[src/rtl/cfglink_pkg.sv]
package cfglink_pkg;

    localparam int WORD_W = 32;

    // status register bit positions
    localparam int SB_EN    = 0;
    localparam int SB_RDY   = 1;
    localparam int SB_ERR   = 2;
    localparam int SB_FCLK  = 3;
    localparam int SB_USER  = 4;
    localparam int SB_LATCH = 5;
    localparam int SB_TOP   = 5;

    // register indices
    localparam logic [1:0] RI_STAT = 2'd0;
    localparam logic [1:0] RI_MODE = 2'd1;
    localparam logic [1:0] RI_PCTL = 2'd2;
    localparam logic [1:0] RI_DATA = 2'd3;

    localparam logic [7:0] CPW_BASE = 8'h01;

    typedef enum logic [4:0] {
        ST_IDLE, ST_WEN, ST_CLK, ST_MODE, ST_CPW1, ST_DUM1, ST_CFG, ST_WRDY,
        ST_CPW2, ST_DUM2, ST_XST, ST_CPWT, ST_GET, ST_WR, ST_CHK,
        ST_TDCPW, ST_TDDUM, ST_TDXS, ST_TDCFG, ST_WNRDY, ST_LAT, ST_CLRM,
        ST_WUSR, ST_FIN
    } st_e;

    typedef enum logic [2:0] {
        CODE_OK       = 3'd0,
        CODE_TO_EN    = 3'd1,
        CODE_TO_RDY   = 3'd2,
        CODE_XFER_ERR = 3'd3,
        CODE_TO_NRDY  = 3'd4,
        CODE_LATCHED  = 3'd5,
        CODE_TO_USER  = 3'd6
    } code_e;

    typedef enum logic [1:0] {
        IMG_PLAIN   = 2'd0,
        IMG_ENC     = 2'd1,
        IMG_CMP     = 2'd2,
        IMG_CMP_ENC = 2'd3
    } img_e;

    typedef struct packed {
        logic              act;
        logic              we;
        logic [1:0]        idx;
        logic [WORD_W-1:0] data;
    } op_t;

    function automatic logic [7:0] cpw_for(img_e t);
        case (t)
            IMG_PLAIN: return 8'h01;
            IMG_ENC:   return 8'h04;
            default:   return 8'h08;
        endcase
    endfunction

    function automatic logic [WORD_W-1:0] mode_word(logic md, logic cs, logic [7:0] cpw);
        return {16'h0000, cpw, 6'b000000, cs, md};
    endfunction

endpackage

[src/rtl/cfglink_cnt.sv]
module cfglink_cnt #(
    parameter int W = 8
) (
    input  logic         clk,
    input  logic         rst,
    input  logic         load,
    input  logic         dec,
    input  logic [W-1:0] val,
    output logic         last
);
    logic [W-1:0] cnt_q;

    always_ff @(posedge clk) begin
        if (rst)       cnt_q <= '0;
        else if (load) cnt_q <= val;
        else if (dec)  cnt_q <= cnt_q - 1'b1;
    end

    assign last = (cnt_q == W'(1));
endmodule

[src/rtl/cfglink_opgen.sv]
module cfglink_opgen
    import cfglink_pkg::*;
(
    input  st_e               st,
    input  img_e              ty,
    input  logic [WORD_W-1:0] word,
    output op_t               op
);
    always_comb begin
        op      = '0;
        op.act  = 1'b1;
        op.we   = 1'b1;
        op.idx  = RI_MODE;
        op.data = '0;
        case (st)
            ST_WEN, ST_WRDY, ST_CHK, ST_WNRDY, ST_LAT, ST_WUSR: begin
                op.we  = 1'b0;
                op.idx = RI_STAT;
            end
            ST_CLK:                   op.data = mode_word(1'b0, 1'b1, 8'h00);
            ST_MODE:                  op.data = mode_word(1'b1, 1'b1, 8'h00);
            ST_CPW1, ST_CPW2, ST_TDCPW: op.data = mode_word(1'b1, 1'b1, CPW_BASE);
            ST_CPWT:                  op.data = mode_word(1'b1, 1'b1, cpw_for(ty));
            ST_CLRM:                  op.data = mode_word(1'b0, 1'b0, CPW_BASE);
            ST_DUM1, ST_DUM2, ST_TDDUM: op.idx = RI_DATA;
            ST_WR: begin
                op.idx  = RI_DATA;
                op.data = word;
            end
            ST_CFG, ST_TDXS: begin
                op.idx  = RI_PCTL;
                op.data = WORD_W'(1);
            end
            ST_XST: begin
                op.idx  = RI_PCTL;
                op.data = WORD_W'(3);
            end
            ST_TDCFG: op.idx = RI_PCTL;
            default:  op = '0;
        endcase
    end
endmodule

[src/rtl/cfglink_seq.sv]
module cfglink_seq
    import cfglink_pkg::*;
#(
    parameter int ADDR_W       = 4,
    parameter int DUMMY_WRITES = 244,
    parameter int POLL_LIMIT   = 32
) (
    input  logic              clk,
    input  logic              rst,
    input  logic              start,
    input  logic [1:0]        img_type,
    input  logic              img_valid,
    output logic              img_ready,
    input  logic [WORD_W-1:0] img_data,
    input  logic              img_last,
    output logic              bus_req,
    output logic              bus_we,
    output logic [ADDR_W-1:0] bus_addr,
    output logic [WORD_W-1:0] bus_wdata,
    input  logic              bus_ack,
    input  logic [WORD_W-1:0] bus_rdata,
    output logic              busy,
    output logic              done,
    output logic              error,
    output logic [2:0]        status_code
);
    localparam int MAXC = (DUMMY_WRITES > POLL_LIMIT) ? DUMMY_WRITES : POLL_LIMIT;
    localparam int CW   = $clog2(MAXC + 1);

    st_e               st_q, st_d;
    code_e             code_q, code_d;
    img_e              ty_q;
    logic              xerr_q, xerr_d;
    logic [WORD_W-1:0] word_q;
    logic              last_q;
    op_t               op;
    logic              ack;
    logic              cnt_load, cnt_dec, cnt_last;
    logic [CW-1:0]     cnt_val;
    logic [SB_TOP:0]   rd;
    logic              unused_rd;

    assign rd        = bus_rdata[SB_TOP:0];
    assign unused_rd = ^bus_rdata[WORD_W-1:SB_TOP+1];

    cfglink_opgen u_opgen (
        .st   (st_q),
        .ty   (ty_q),
        .word (word_q),
        .op   (op)
    );

    assign ack = bus_ack & op.act;

    always_comb begin
        st_d    = st_q;
        code_d  = code_q;
        xerr_d  = xerr_q;
        cnt_dec = 1'b0;
        case (st_q)
            ST_IDLE, ST_FIN: if (start) begin
                st_d   = ST_WEN;
                code_d = CODE_OK;
                xerr_d = 1'b0;
            end
            ST_WEN: if (ack) begin
                if (rd[SB_EN])     st_d = ST_CLK;
                else if (cnt_last) begin st_d = ST_FIN; code_d = CODE_TO_EN; end
                else               cnt_dec = 1'b1;
            end
            ST_CLK:  if (ack) st_d = ST_MODE;
            ST_MODE: if (ack) st_d = ST_CPW1;
            ST_CPW1: if (ack) st_d = ST_DUM1;
            ST_DUM1: if (ack) begin
                if (cnt_last) st_d = ST_CFG;
                else          cnt_dec = 1'b1;
            end
            ST_CFG: if (ack) st_d = ST_WRDY;
            ST_WRDY: if (ack) begin
                if (rd[SB_RDY])    st_d = ST_CPW2;
                else if (cnt_last) begin st_d = ST_FIN; code_d = CODE_TO_RDY; end
                else               cnt_dec = 1'b1;
            end
            ST_CPW2: if (ack) st_d = ST_DUM2;
            ST_DUM2: if (ack) begin
                if (cnt_last) st_d = ST_XST;
                else          cnt_dec = 1'b1;
            end
            ST_XST:  if (ack) st_d = ST_CPWT;
            ST_CPWT: if (ack) st_d = ST_GET;
            ST_GET:  if (img_valid) st_d = ST_WR;
            ST_WR:   if (ack) st_d = ST_CHK;
            ST_CHK: if (ack) begin
                if (rd[SB_ERR]) begin
                    xerr_d = 1'b1;
                    st_d   = ST_TDCPW;
                end else if (last_q) st_d = ST_TDCPW;
                else                 st_d = ST_GET;
            end
            ST_TDCPW: if (ack) st_d = ST_TDDUM;
            ST_TDDUM: if (ack) begin
                if (cnt_last) st_d = ST_TDXS;
                else          cnt_dec = 1'b1;
            end
            ST_TDXS:  if (ack) st_d = ST_TDCFG;
            ST_TDCFG: if (ack) st_d = ST_WNRDY;
            ST_WNRDY: if (ack) begin
                if (!rd[SB_RDY])   st_d = ST_LAT;
                else if (cnt_last) begin st_d = ST_FIN; code_d = CODE_TO_NRDY; end
                else               cnt_dec = 1'b1;
            end
            ST_LAT: if (ack) begin
                if (xerr_q)            code_d = CODE_XFER_ERR;
                else if (rd[SB_LATCH]) code_d = CODE_LATCHED;
                else                   code_d = CODE_OK;
                st_d = ST_CLRM;
            end
            ST_CLRM: if (ack) st_d = ST_WUSR;
            ST_WUSR: if (ack) begin
                if (rd[SB_FCLK] && rd[SB_USER]) st_d = ST_FIN;
                else if (cnt_last) begin st_d = ST_FIN; code_d = CODE_TO_USER; end
                else                            cnt_dec = 1'b1;
            end
            default: st_d = ST_IDLE;
        endcase
    end

    assign cnt_load = (st_d != st_q) &&
                      (st_d inside {ST_WEN, ST_WRDY, ST_WNRDY, ST_WUSR,
                                    ST_DUM1, ST_DUM2, ST_TDDUM});
    assign cnt_val  = (st_d inside {ST_DUM1, ST_DUM2, ST_TDDUM}) ?
                      CW'(DUMMY_WRITES) : CW'(POLL_LIMIT);

    cfglink_cnt #(.W(CW)) u_cnt (
        .clk  (clk),
        .rst  (rst),
        .load (cnt_load),
        .dec  (cnt_dec),
        .val  (cnt_val),
        .last (cnt_last)
    );

    always_ff @(posedge clk) begin
        if (rst) begin
            st_q   <= ST_IDLE;
            code_q <= CODE_OK;
            xerr_q <= 1'b0;
            ty_q   <= IMG_PLAIN;
            word_q <= '0;
            last_q <= 1'b0;
        end else begin
            st_q   <= st_d;
            code_q <= code_d;
            xerr_q <= xerr_d;
            if ((st_q == ST_IDLE || st_q == ST_FIN) && start) ty_q <= img_e'(img_type);
            if (st_q == ST_GET && img_valid) begin
                word_q <= img_data;
                last_q <= img_last;
            end
        end
    end

    assign bus_req     = op.act;
    assign bus_we      = op.we;
    assign bus_addr    = ADDR_W'(op.idx);
    assign bus_wdata   = op.data;
    assign img_ready   = (st_q == ST_GET);
    assign done        = (st_q == ST_FIN);
    assign busy        = !(st_q == ST_IDLE || st_q == ST_FIN);
    assign status_code = code_q;
    assign error       = done && (code_q != CODE_OK);
endmodule

[config.mk]
export PLATFORM = sky130hd
export DESIGN_NAME = cfglink_seq
export DESIGN_NICKNAME = d
export VERILOG_FILES = /design/src/rtl/cfglink_pkg.sv /design/src/rtl/cfglink_cnt.sv /design/src/rtl/cfglink_opgen.sv /design/src/rtl/cfglink_seq.sv
export SDC_FILE = /design/constraint.sdc
export NUM_CORES = 1
export LEC_CHECK = 0
export ABC_AREA = 1
export BUFFER_PORTS_ARGS = -buffer_cell sky130_fd_sc_hd__buf_2
export CAP_MARGIN = 25
export CORE_ASPECT_RATIO = 0.5
export CORE_UTILIZATION = 46
export DETAILED_ROUTE_END_ITERATION = 10
export PLACE_DENSITY = 0.77
export SLEW_MARGIN = 25
export SYNTH_ARGS = -nofsm -noshare
export SYNTH_HDL_FRONTEND = slang
export SYNTH_SLANG_ARGS = --single-unit
[constraint.sdc]
create_clock -name clk -period 2.39 [get_ports clk]
set_input_delay 0.3585 -clock clk [delete_from_list [all_inputs] [get_ports clk]]
set_output_delay 0.3585 -clock clk [all_outputs]
set_load 0.02 [all_outputs]
---- Word level (Yosys, flattened, before mapping) ----
Index checks and enable logic that the tools add are counted.
word-level totals
  input port bits ......................... 72
  bits in registers ....................... 52
cells by class
  add/sub/neg operators ................... 1
  bitwise operators ....................... 1
  reduce and logical (&&, ||, !) cells .... 27
  equality and inequality tests ........... 49
  mux-type cells .......................... 74
operator list
  kind                                                 number
  one-hot mux 32 bit (7 select lines)                  1
  2-to-1 mux 5 bit                                     31
  one-hot mux 5 bit (23 select lines)                  1
  equality test 5 bit, second input constant           11
  2-to-1 mux 3 bit                                     16
  equality test 5 x 4 -> 1 bit, second input constant  9
  inequality test 2 bit, second input constant         16
  equality test 5 x 3 -> 1 bit, second input constant  6
  2-to-1 mux 8 bit                                     3
  OR reduction 21 bit                                  1
  one-hot mux 3 bit (6 select lines)                   1
  2-to-1 mux 1 bit                                     15
  AND reduction 15 bit                                 1
  OR reduction 15 bit                                  1
  equality test 5 x 1 -> 1 bit, second input constant  2
  equality test 5 x 2 -> 1 bit, second input constant  2
  equality test 8 x 1 -> 1 bit, second input constant  1
  one-hot mux 4 bit (2 select lines)                   1
  OR reduction 4 bit                                   2
  subtractor 8 x 1 -> 8 bit, second input constant     1
  nonzero test 7 bit                                   1
  OR reduction 7 bit                                   1
  one-hot mux 2 bit (3 select lines)                   1
  nonzero test 3 bit                                   2
  other kinds (16)                                     25

---- Depth between registers and ports, before layout ----
Gate-level depths: netlist (run 1).
  word-level depth ........................ 10
  mapped depth ............................ 25

---- Cells and area by module ----
From an unflattened synthesis (run 1), not the netlist that was laid out.
unflattened totals
  cells, all modules ...................... 668
  area total of the unflattened synthesis .. 3,824.9 µm²
by module, submodules not included
  module         area each (µm²)  times used  cells an instance  sequential area each (µm²)
  cfglink_seq    2,696.3          1           453                880.8
  cfglink_opgen  583.1            1           134                0.0
  cfglink_cnt    545.5            1           81                 160.2

---- Worst setup path before layout (run 1) ----
OpenSTA, ideal clock, no wires.
  path type ............................... register to register
  from .................................... register st_q[2]
  to ...................................... register u_cnt.cnt_q[2]
  stages on the path, launching flop included .. 20
  required time ........................... 2,278 ps
  arrival time ............................ 2,637 ps
  slack ................................... -360 ps
  path buffers ............................ 0
  library setup time ...................... 112 ps
  path through ............................ dfxtp_1 > inv_2 > nor2_2 > nand2_1 > nor2_1 > a21oi_1 > or2_1 > nand2_1 > nor2_1 > nand3_1 > nand2_2 > nand2_2 > nand2_1 > nand2_1 > nand2_1 > nor2_2 > o21bai_4 > nand3_1 > nand2_1 > nor2_2
on the way
  elaborated cells on any way between the ends .. 81
RTL lines
  item                                                             RTL line                                source
  start: declaration                                               cfglink_seq.sv:30                       st_e st_q, st_d;
  start signal: assignment                                         cfglink_seq.sv:152                      st_q <= st_d;
  equality test 5 bit (*)                                          --
  named net done                                                   cfglink_seq.sv:23                       output logic done,
  OR reduction 2 bit (*)                                           cfglink_seq.sv:60                       case (st_q)
  one-hot mux 5 bit (23 select lines) (*)                          cfglink_seq.sv:60
  equality test 5 x 1 -> 1 bit, or another cell as far along       cfglink_seq.sv:129                      (st_d inside {ST_WEN, ST_WRDY, ST_WNRDY, ST_WUSR,
  nonzero test 7 bit / nonzero test 3 bit (equally long branches)  cfglink_seq.sv:129, cfglink_seq.sv:131
  logical AND 1 bit / 2-to-1 mux 8 bit (equally long branches)     cfglink_seq.sv:128, cfglink_seq.sv:131
  2-to-1 mux 8 bit / nonzero test 2 bit (equally long branches)    --
  end signal: assignment                                           cfglink_cnt.sv:15                       else if (load) cnt_q <= val;
  end signal: assignment                                           cfglink_cnt.sv:16                       else if (dec) cnt_q <= cnt_q - 1'b1;
  end: declaration                                                 cfglink_cnt.sv:11                       logic [W-1:0] cnt_q;
Mark *: on every way through the listed nets, which the timed path passes. The rest lies on a longest branch.
A chain may end at the register's enable or synchronous reset.

---- Final worst setup path (run 1) ----
  from .................................... register st_q[0]
  to ...................................... register u_cnt.cnt_q[7]
on the way
  cells in the longest elaborated chain, start to end .. 10
  elaborated cells on any way between the ends .. 81
RTL lines
  item                                                             RTL line                                source
  equality test 5 x 1 -> 1 bit, or another cell as far along       cfglink_opgen.sv:15, cfglink_seq.sv:60
  OR reduction 21 bit (no line)                                    --
  2-to-1 mux 1 bit                                                 cfglink_opgen.sv:15                     case (st)
  bitwise AND 1 bit                                                cfglink_seq.sv:53                       assign ack = bus_ack & op.act;
  2-to-1 mux 5 bit, or another cell as far along                   cfglink_seq.sv:119                      ST_WUSR: if (ack) begin
  one-hot mux 5 bit (23 select lines)                              cfglink_seq.sv:60
  equality test 5 x 1 -> 1 bit, or another cell as far along       cfglink_seq.sv:129
  nonzero test 7 bit / nonzero test 3 bit (equally long branches)  cfglink_seq.sv:129, cfglink_seq.sv:131
  logical AND 1 bit / 2-to-1 mux 8 bit (equally long branches)     cfglink_seq.sv:128, cfglink_seq.sv:131
  2-to-1 mux 8 bit / nonzero test 2 bit (equally long branches)    --
Parallel ways exist; a longest one is shown, timed or not.

==> qor.csv, run 1 <==
stage;metric;value;unit
setup_path;path_cells;inv_4 -> nand2_4 -> nand2_1 -> nor2_2 -> nor2_2 -> nand2_2 -> nor2_4 -> nand2_4 -> nand3_1 -> nor2_1 -> nor2_4 -> buf_4 -> nand3_1 -> nand2_1 -> nand2_2 -> nand2_4 -> o21bai_4 -> nand3_1 -> nand2_1 -> nor2_2;
logic_synthesis;synth-async-reset-ratio;0;%
grt;grt_start_max_net_pins;61;
status;violations;DRC, setup timing;
setup_path;setup.worst_path.class;reg2reg;
logic_synthesis;synth_edf_count;0;
clock_tree;clock_path_buffers;2;
logic_synthesis;synthXorXnorAreaFrac;1.30;%
setup_path;path_buf_inv;2;
layout;diodes;0;
floorplanning;std_cell_rows;21;
floorplanning;fp.coreArea;6880;sq um
sta;hold_slack;0.316;ns
drt;drc;55;
sta;rsz0062_at_grt;true;
logic_synthesis;ys.flop_type;dfxtp_1;
sta;tns;-5.59;ns
layout;final_cell_mix;116 x buf_4, 86 x buf_2, 76 x nor2_1, 67 x inv_1, 65 x nand2_1;
place;dpl_cell_area;4660;sq um
grt;grt_pass1_wl;19.9;mm
pwr;finalPower;2.23;mW
grt;grt_pass1_vias;4198;
floorplanning;die_area;7680;sq um
logic_synthesis;syn_avg_cell_area;6.24;sq um
logic_synthesis;synth-adder-area-share;0.744;%
layout;area_growth_syn_to_layout;61.6;%
sta;layout_setup_ws;-0.721;ns
status;outcome;finished with violations;
logic_synthesis;synth_compound_area_share;16.7;%
place;place.gp.congestion;0.977;
layout;final_nets;820;
drt;vias;4920;
logic_synthesis;synth_seq_cells;52;
sta;period_needed;3.11;ns
logic_synthesis;synth_mux_area_share;0;%
clock_tree;clock_tree.root_cell;clkbuf_16;
run;max_cap_viol_count;0;
pwr;p_per_area;411;nW/um^2
sta;finalHoldViolations;0;
clock_tree;clk_pin_slew;0.08;ns
place;port_buffers;88;
logic_synthesis;synthSimpleGateAreaFrac;38.7;%
setup_path;cpPeakStageDelay;0.43;ns
grt;antenna_found_initial;0;
setup_path;crit_family;simple AND/OR/NAND/NOR gates;
layout;mostFrequentLayoutCell;buf_4;
setup_path;worstPathMaxFanout;7;
drt;wirelength;15.2;mm
sta;slew_viol_final;0;
setup_path;worst_setup_path_start_kind;flip-flop;
sta;finalSetupViolCount;15;
drt;wl_per_cell;18.2;um
setup_path;worst_setup_path_end_kind;flip-flop;
sta;period_share;130;%
place;place_ws;-0.372;ns
logic_synthesis;yosys_warnings;0;
setup_path;cp.arrival;3.30;ns
worst_hold_path;hp-class;in2reg;
setup_path;worst_ep_required_time;2.58;ns
clock_tree;cts-buffers-inserted;5;
sta;clock_skew;0.0134;ns
logic_synthesis;syn-cell-area;3360;sq um
clock_tree;htree_levels;2;
sta;fmaxAchievable;321;MHz
floorplanning;io_pins;117;
layout;final_layout_size_suffix_gt1_share;46.9;%
logic_synthesis;synth_top_family_by_area;simple AND/OR/NAND/NOR gates;
drt;drt_iter0_drc;740;
floorplanning;die_h;62.5;um
layout;design_area;5430;sq um
grt;grt_overflow;0;
logic_synthesis;synthDistinctLibCells;39;
setup_path;rrSetupSlack;-0.72;ns
clock_tree;cts.sink_count;52;
floorplanning;die_width;123;um
logic_synthesis;synth_seq_area_share;31.0;%
place;dp_hpwl;8.09;mm
logic_synthesis;syn_inst;539;
pwr;vdd_drop_max;0.000471;V
clock_tree;cts_tree;done;
pwr;leakagePower;2.75;nW
setup_path;crit_slowest_cell;dfxtp_4;
drt;ant_nets;0;
grt;grt_usage;33.4;%
drt;drtPass1Iterations;11;
clock_tree;clock_latency;0.30;ns
drt;vias_per_cell;5.86;
floorplanning;start_util;48.8;%
==> stage by stage <==
step           utilization (%)  std cells
2_1_floorplan                -        540
3_3_place_gp              67.7        801
3_5_place_dp              67.7        801
4_1_cts                   75.5        828
5_1_grt                   78.9        839
6_report                  78.9        839
==> Yosys cell counts, types with 3 or more instances <==
cell type	number	share of area, %
o21ai_0	45	6.7
a21oi_1	42	6.3
nand3b_1	3	0.67
a311oi_1	3	0.78
nand2_1	85	9.5
clkbuf_1	11	1.2
nor2_2	15	2.8
nand4_1	7	1.3
inv_2	13	1.5
inv_1	67	7.5
nand3_1	33	4.9
nor2_4	4	1.3
nor2_1	100	11
xor2_1	5	1.3
nand3_2	4	1.2
nor3_1	6	0.89
nand2_2	17	3.2
dfxtp_1	52	31
==> worst paths after layout <==
check,from,end,cells after the start
min reg2reg,word_q[9],word_q[9],2
max reg2reg,st_q[0],u_cnt.cnt_q[7],20
min,img_data[0],word_q[0],3
max,st_q[0],u_cnt.cnt_q[7],20
==> kinds of logic after synthesis <==
logic type | Yosys count
fa+ha+maj | 2
compound gates | 102
xor+xnor | 5
simple gates | 280
flops | 52
buf+inv | 97
other cells | 1
==> area by class of cell <==
| cell class | instances | area (sq um) |
|---|---|---|
| sequential | 52 | 1060 |
| fill | 437 | 1450 |
| tap | 92 | 115 |
| inverter | 81 | 317 |
| timing repair buffer | 213 | 1430 |
| clock inverter | 2 | 38.8 |
| clock buffer | 6 | 129 |
| multi-input combinational | 393 | 2340 |
==> sequential cells by signal (all words and copies together) (netlist names) <==
signal / flops
u_cnt.cnt_q: 8
ty_q: 2
xerr_q: 1
st_q: 5
last_q: 1
word_q: 32
status_code: 3
==> where the power goes <==
group	internal (mW)	switching [mW]
clock network	0.499	0.336
logic	0.199	0.291
registers	0.885	0.0212
==> worst register-to-register path: stages, from the launching register on <==
cell and delay (ns):
dfxtp_4 0.43, inv_4 0.08, nand2_4 0.11, nand2_1 0.12, nor2_2 0.21, nor2_2 0.08
nand2_2 0.11, nor2_4 0.06, nand2_4 0.14, nand3_1 0.15, nor2_1 0.30, nor2_4 0.14
buf_4 0.16, nand3_1 0.08, nand2_1 0.07, nand2_2 0.09, nand2_4 0.11, o21bai_4 0.26
nand3_1 0.16, nand2_1 0.11, nor2_2 0.04
==> layer usage <==
metal / routed length [um] / up-vias / global-route usage [%]
met4: 1350 / 0 / 13.9
li1: - / 2142 / -
met5: 0 / - / 0
met1: 5510 / 2137 / 41.7
met2: 6290 / 463 / 55.2
met3: 2070 / 178 / 7.76
==> repair_timing <==
action,4_1_cts,5_1_grt
endpoints found under the hold margin,0,0
hold buffers,0,0
setup endpoints to repair,8,12
pin swaps,13,20
cloned,2,0
buffers inserted,17,11
resized for setup,55,39
Power figures use the tool's default switching activity.
==> run 2: changes to the inputs <==
PLACE_DENSITY = not set   (was 0.77)
PLACE_DENSITY_LB_ADDON = 0.15   (was not set)
SETUP_SLACK_MARGIN = 0.05   (was not set)
==> run 2 against run 1 <==
Against the previous run: the flow finishes with violations (setup timing); fmax grew 5.8%; non-clock buffer count grew 3; register-to-register slack gained 0.17 ns; first-iteration DRC count shrank 45%; design area grew 1.9%; global-route usage shrank 1.8 points.
==> qor.csv, run 2 (synthesis results as in run 1) <==
stage;metric;value;unit;change
worst_hold_path;min_from;img_type[0];;
floorplanning;die_width;123;um;unchanged
setup_path;worst_r2r_endpoint;u_cnt.cnt_q[6];;
drt;wirelength;13.0;mm;-15%
sta;period_needed;2.94;ns;-0.169 ns
drt;drt_iter0_drc;407;;-45%
sta;finalHoldViolations;0;;unchanged
clock_tree;clock_tree.root_cell;clkbuf_16;;
layout;diodes;0;;unchanged
place;dp_hpwl;8.01;mm;-1.1%
layout;fin_util;80.4;%;+1.5 points
clock_tree;hold_buffers;0;;unchanged
layout;final_cell_mix;119 x buf_4, 88 x buf_2, 72 x nor2_1, 66 x inv_1, 59 x nand2_1;;
layout;area_growth_syn_to_layout;64.6;%;
layout;mostFrequentLayoutCell;buf_4;;
setup_path;cp.arrival;3.14;ns;-0.16 ns
status;violations;setup timing;;
pwr;vdd_drop_max;0.000291;V;-38%
setup_path;worst_setup_path_start_kind;flip-flop;;
grt;grt_pass1_vias;4065;;-3.2%
setup_path;worst_setup_path_end_kind;flip-flop;;
setup_path;path_cells;nor2_4 -> nand2_4 -> nor2_4 -> nor2_2 -> nand2_1 -> nor2_2 -> nand2_4 -> nand2_8 -> buf_6 -> nand2_1 -> nand4_1 -> nor2_4 -> nand2_4 -> inv_2 -> nand4_1 -> nand2_4 -> o21bai_4 -> nand2_2 -> nand2_1 -> nor2_2 -> nor2_2;;
floorplanning;die_area;7680;sq um;unchanged
setup_path;setup.worst_path.class;reg2reg;;
grt;grt_start_max_net_pins;61;;unchanged
layout;largest_register_ffs;32;;unchanged
status;outcome;finished with violations;;
layout;final_nets;822;;+0.24%
grt;grt_overflow;0;;unchanged
place;place_inst;808;;+0.87%
sta;slew_viol_final;0;;unchanged
drt;ant_nets;0;;unchanged
layout;final_layout_size_suffix_gt1_share;48.6;%;+1.7 points
clock_tree;clock_latency;0.30;ns;about the same
floorplanning;std_cell_rows;21;;unchanged
place;place_ws;-0.312;ns;+0.0602 ns
sta;hold_slack;0.299;ns;-0.0171 ns
setup_path;cp-startpoint;st_q[3];;
drt;vias;4585;;-6.8%
setup_path;r2r_cells;21;;+5.0%
place;place.gp.congestion;0.933;;-4.6%
clock_tree;clk_pin_slew;0.08;ns;about the same
pwr;leakagePower;2.77;nW;+0.92%
run;max_cap_viol_count;0;;unchanged
setup_path;cpPeakStageDelay;0.39;ns;-0.04 ns
setup_path;worst_ep_required_time;2.58;ns;about the same
grt;antenna_found_initial;0;;unchanged
floorplanning;die_h;62.5;um;unchanged
layout;top_register;word_q;;
place;port_buffers;88;;unchanged
setup_path;path_buf_inv;2;;unchanged
floorplanning;start_util;48.8;%;unchanged
grt;grt_usage;31.5;%;-1.8 points
drt;drc;0;;-100%
clock_tree;cts.sink_count;52;;unchanged
sta;period_share;123;%;-7.1 points
floorplanning;fp.coreArea;6880;sq um;unchanged
layout;reg_top3;word_q x32, u_cnt.cnt_q x8, st_q x5;;
setup_path;rrSetupSlack;-0.55;ns;+0.17 ns
worst_hold_path;min_path_cells;3;;unchanged
drt;vias_per_cell;5.45;;-7.0%
setup_path;timing.rr.start;st_q[3];;
clock_tree;htree_levels;2;;unchanged
setup_path;crit_family;simple AND/OR/NAND/NOR gates;;
setup_path;crit_slowest_cell;dfxtp_4;;
worst_hold_path;hp-class;in2reg;;
sta;finalSetupViolCount;10;;-5
grt;grt_pass1_wl;18.8;mm;-5.6%
drt;drtPass1Iterations;5;;-6
setup_path;worstPathMaxFanout;6;;-1
worst_hold_path;min_to;ty_q[0];;
drt;wl_per_cell;15.5;um;-15%
layout;stdcell_count;841;;+0.24%
sta;fmaxAchievable;340;MHz;+5.8%
sta;clock_skew;0.0115;ns;-0.00183 ns
clock_tree;cts-buffers-inserted;5;;unchanged
pwr;p_per_area;397;nW/um^2;-3.4%
sta;layout_setup_ws;-0.552;ns;+0.169 ns
clock_tree;cts_tree;done;;
clock_tree;clock_path_buffers;2;;unchanged
pwr;finalPower;2.20;mW;-1.6%
floorplanning;io_pins;117;;unchanged
sta;rsz0062_at_grt;true;;
==> run 2: cell types whose count changed in the layout (fill, tap and decap cells not counted), moves of 3 or more <==
cell | before | now
inv_2 | 9 | 6
nand2_4 | 11 | 14
nor2_1 | 76 | 72
nand2_1 | 65 | 59
nand3_2 | 14 | 11
nor2_4 | 21 | 26
nand3_4 | 3 | 6
buf_4 | 116 | 119
==> run 2: how the worst max path moves through the flow <==
stage | cells past startpoint | endpoint | slack, ns
floorplan | 23 | u_cnt.cnt_q[2] | -0.02
global placement | 23 | u_cnt.cnt_q[2] | -0.29
detailed placement | 21 | u_cnt.cnt_q[7] | -0.31
CTS | 23 | u_cnt.cnt_q[5] | -0.19
global route | 22 | u_cnt.cnt_q[6] | -0.61
finish | 21 | u_cnt.cnt_q[6] | -0.55
==> run 2: cell type report <==
class / count / area, sq um
sequential: 52 / 1060
tap: 92 / 115
inverter: 81 / 334
fill: 471 / 1350
multi-input combinational: 392 / 2420
timing repair buffer: 216 / 1440
clock inverter: 1 / 8.76
clock buffer: 7 / 154
==> run 2: report_power, final <==
part           internal [mW]  switching [mW]
clock network          0.458           0.351
registers              0.885          0.0203
logic                  0.209           0.275
total                   1.55           0.646
==> run 2: stage by stage <==
step,setup TNS (ns),area (sq um)
after detailed placement,-2.17,4720
after global placement,-2.00,4720
final,-3.90,5540
after global routing,-4.54,5540
after floorplan,-0.0715,3460
after CTS,-1.29,5260
==> run 2: worst reg2reg max path, cell delays in order (launching register included) <==
cell and delay (ns):
dfxtp_4 0.39, nor2_4 0.25, nand2_4 0.13, nor2_4 0.15, nor2_2 0.06, nand2_1 0.09
nor2_2 0.05, nand2_4 0.12, nand2_8 0.09, buf_6 0.15, nand2_1 0.08, nand4_1 0.22
nor2_4 0.23, nand2_4 0.07, inv_2 0.05, nand4_1 0.13, nand2_4 0.18, o21bai_4 0.12
nand2_2 0.07, nand2_1 0.06, nor2_2 0.12, nor2_2 0.04
==> run 2: routing by layer <==
metal,GRT usage [%],vias to the layer above,share of wire [%]
met1,41.7,2061,40
met5,0,-,0
met4,9.15,0,5.3
met3,6.48,83,11
met2,51.8,306,44
li1,-,2135,-
==> run 2: repair_timing <==
action,in CTS,in global routing
gates cloned,1,0
setup buffers,12,12
resized for setup,70,49
endpoints found under the setup margin,8,13
pin swaps,26,43
==> run 3: changes to the inputs <==
ABC_CLOCK_PERIOD_IN_PS = 2390   (was not set)
SKIP_CTS_REPAIR_TIMING = 1   (was not set)
==> run 3 against run 2 <==
Against the previous run: combinational power fell by 9.1%; critical path type unchanged; via count down 6.6%; global-route usage down 2.7 points; flip-flop and latch count unchanged; non-clock buffer count shrank 15; the flow still finishes with violations (setup timing); wire length is 13% lower; clock power decreased by 0.6%; largest cell class unchanged; utilization is 4.6 points lower; sequential share of layout area grew 1.2 points; power is 2.2% lower.
==> qor.csv, run 3 (synthesis results as in run 1) <==
stage;metric;value;unit;change
sta;slew_viol_final;0;;unchanged
grt;grt_start_max_net_pins;61;;unchanged
setup_path;cp.arrival;3.01;ns;-0.13 ns
floorplanning;fp.coreArea;6880;sq um;unchanged
clock_tree;clk_pin_slew;0.08;ns;about the same
pwr;pwr-share-seq;42.1;%;+0.9 points
clock_tree;cts-buffers-inserted;5;;unchanged
place;port_buffers;88;;unchanged
worst_hold_path;hp-class;in2reg;;
clock_tree;htree_levels;2;;unchanged
floorplanning;die_width;123;um;unchanged
sta;finalHoldViolations;0;;unchanged
layout;largest_register_ffs;32;;unchanged
layout;area_growth_syn_to_layout;55.2;%;
clock_tree;cts.sink_count;52;;unchanged
run;max_cap_viol_count;0;;unchanged
clock_tree;clock_path_buffers;2;;unchanged
clock_tree;clock_tree.root_cell;clkbuf_16;;
sta;fmaxAchievable;361;MHz;+6.1%
drt;vias;4283;;-6.6%
sta;rsz0062_at_grt;true;;
place;dpl_cell_area;4720;sq um;unchanged
status;violations;setup timing;;
pwr;p_clk_share;37.4;%;+0.6 points
sta;clock_skew;0.00761;ns;-0.00394 ns
layout;fin_util;75.8;%;-4.6 points
drt;drtPass1Iterations;7;;+2
drt;vias_per_cell;5.19;;-4.9%
sta;period_needed;2.77;ns;-0.170 ns
layout;reg_top3;word_q x32, u_cnt.cnt_q x8, st_q x5;;
grt;grt_pass1_wl;17.4;mm;-7.8%
place;place.gp.congestion;0.933;;unchanged
setup_path;worstPathMaxFanout;7;;+1
clock_tree;clock_latency;0.30;ns;about the same
sta;tns;-2.82;ns;+1.09 ns
grt;antenna_found_initial;0;;unchanged
pwr;leakagePower;2.64;nW;-5.0%
layout;final_cell_mix;110 x buf_4, 88 x buf_2, 77 x nor2_1, 71 x nand2_1, 67 x inv_1;;
setup_path;worst_setup_path_start_kind;flip-flop;;
pwr;p_comb_share;20.5;%;-1.5 points
floorplanning;start_util;48.8;%;unchanged
layout;mostFrequentLayoutCell;buf_4;;
floorplanning;die_h;62.5;um;unchanged
pwr;p_per_area;412;nW/um^2;+3.8%
drt;drt_iter0_drc;271;;-33%
status;outcome;finished with violations;;
setup_path;worst_setup_path_end_kind;flip-flop;;
grt;grt_usage;28.9;%;-2.7 points
drt;ant_nets;0;;unchanged
sta;layout_setup_ws;-0.382;ns;+0.170 ns
floorplanning;std_cell_rows;21;;unchanged
sta;hold_slack;0.287;ns;-0.0116 ns
layout;final_layout_size_suffix_gt1_share;44.3;%;-4.3 points
clock_tree;cts_tree;done;;
layout;design_area;5220;sq um;-5.8%
sta;finalSetupViolCount;8;;-2
pwr;intPower;1.53;mW;-1.2%
floorplanning;io_pins;117;;unchanged
drt;drc;0;;unchanged
floorplanning;die_area;7680;sq um;unchanged
pwr;power_switching;0.616;mW;-4.7%
pwr;vdd_drop_max;0.000317;V;+9.2%
drt;wirelength;11.3;mm;-13%
layout;top_register;word_q;;
grt;grt_pass1_vias;3788;;-6.8%
pwr;swShare;28.7;%;-0.75 points
layout;final_nets;807;;-1.8%
drt;wl_per_cell;13.6;um;-12%
place;dp_hpwl;8.01;mm;unchanged
setup_path;rrSetupSlack;-0.38;ns;+0.17 ns
grt;grt_overflow;0;;unchanged
layout;diodes;0;;unchanged
setup_path;setup.worst_path.class;reg2reg;;
setup_path;worst_ep_required_time;2.63;ns;+0.05 ns
pwr;finalPower;2.15;mW;-2.2%
sta;period_share;116;%;-7.1 points
## run 3: changes by cell type in the layout (fill, tap and decap cells not counted), sizes merged
| cell | delta |
|---|---|
| buf | -15 |
| clkinv | -1 |
| inv | +1 |
## run 3: power by group through the flow
stage	Clock, mW	Combinational, mW	Sequential (mW)
global route	0.861	0.486	0.908
global placement	0	0.382	0.923
detailed placement	0	0.388	0.924
finish	0.804	0.439	0.904
floorplan	0	0.242	0.929
CTS	0.809	0.391	0.904
## run 3: cell type report
class                           instances  area [sq um]
Clock buffer                            7           154
Clock inverter                          1          8.76
Fill cell                             557          1670
Inverter                               81           322
Multi-Input combinational cell        392          2260
Sequential cell                        52          1060
Tap cell                               92           115
Timing Repair Buffer                  201          1300
## run 3: final timing paths
path,start,to,cells past startpoint
min,img_type[0],ty_q[0],3
min reg2reg,word_q[4],word_q[4],2
max,st_q[2],u_cnt.cnt_q[6],22
max reg2reg,st_q[2],u_cnt.cnt_q[6],22
## run 3: layer usage
layer | global-route usage, % | vias up | wire (um) | share of wire (%)
met5 | 0 | - | 0 | 0
met4 | 7.62 | 0 | 175 | 1.6
met3 | 6.39 | 24 | 1020 | 9.0
met2 | 44.9 | 196 | 5110 | 45
met1 | 40.2 | 1954 | 4960 | 44
li1 | - | 2109 | - | -
## run 3: stage by stage
| stage | instances | worst slack, ns |
|---|---|---|
| 3_5_place_dp | 808 | -0.312 |
| 5_1_grt | 826 | -0.527 |
| 2_1_floorplan | 540 | -0.0195 |
| 3_3_place_gp | 808 | -0.286 |
| 6_report | 826 | -0.382 |
| 4_1_cts | 816 | -0.358 |
## run 3: worst max-delay path: stages, from the launching register on
cell and delay (ns):
dfxtp_4 0.38, inv_2 0.12, nor2_4 0.06, nand2_1 0.12, nand2_1 0.11, nor2_2 0.12, nand2_1 0.08, nor2_2 0.15
nand2_4 0.11, nand2_8 0.11, inv_2 0.05, nand2_1 0.06, nand2_2 0.06, nor2_4 0.19, nand2_1 0.08, a21boi_1 0.14
nand2_1 0.13, nor2_2 0.18, buf_4 0.14, nor2_4 0.04, nor2_4 0.17, nor2_2 0.05, nor2_2 0.07
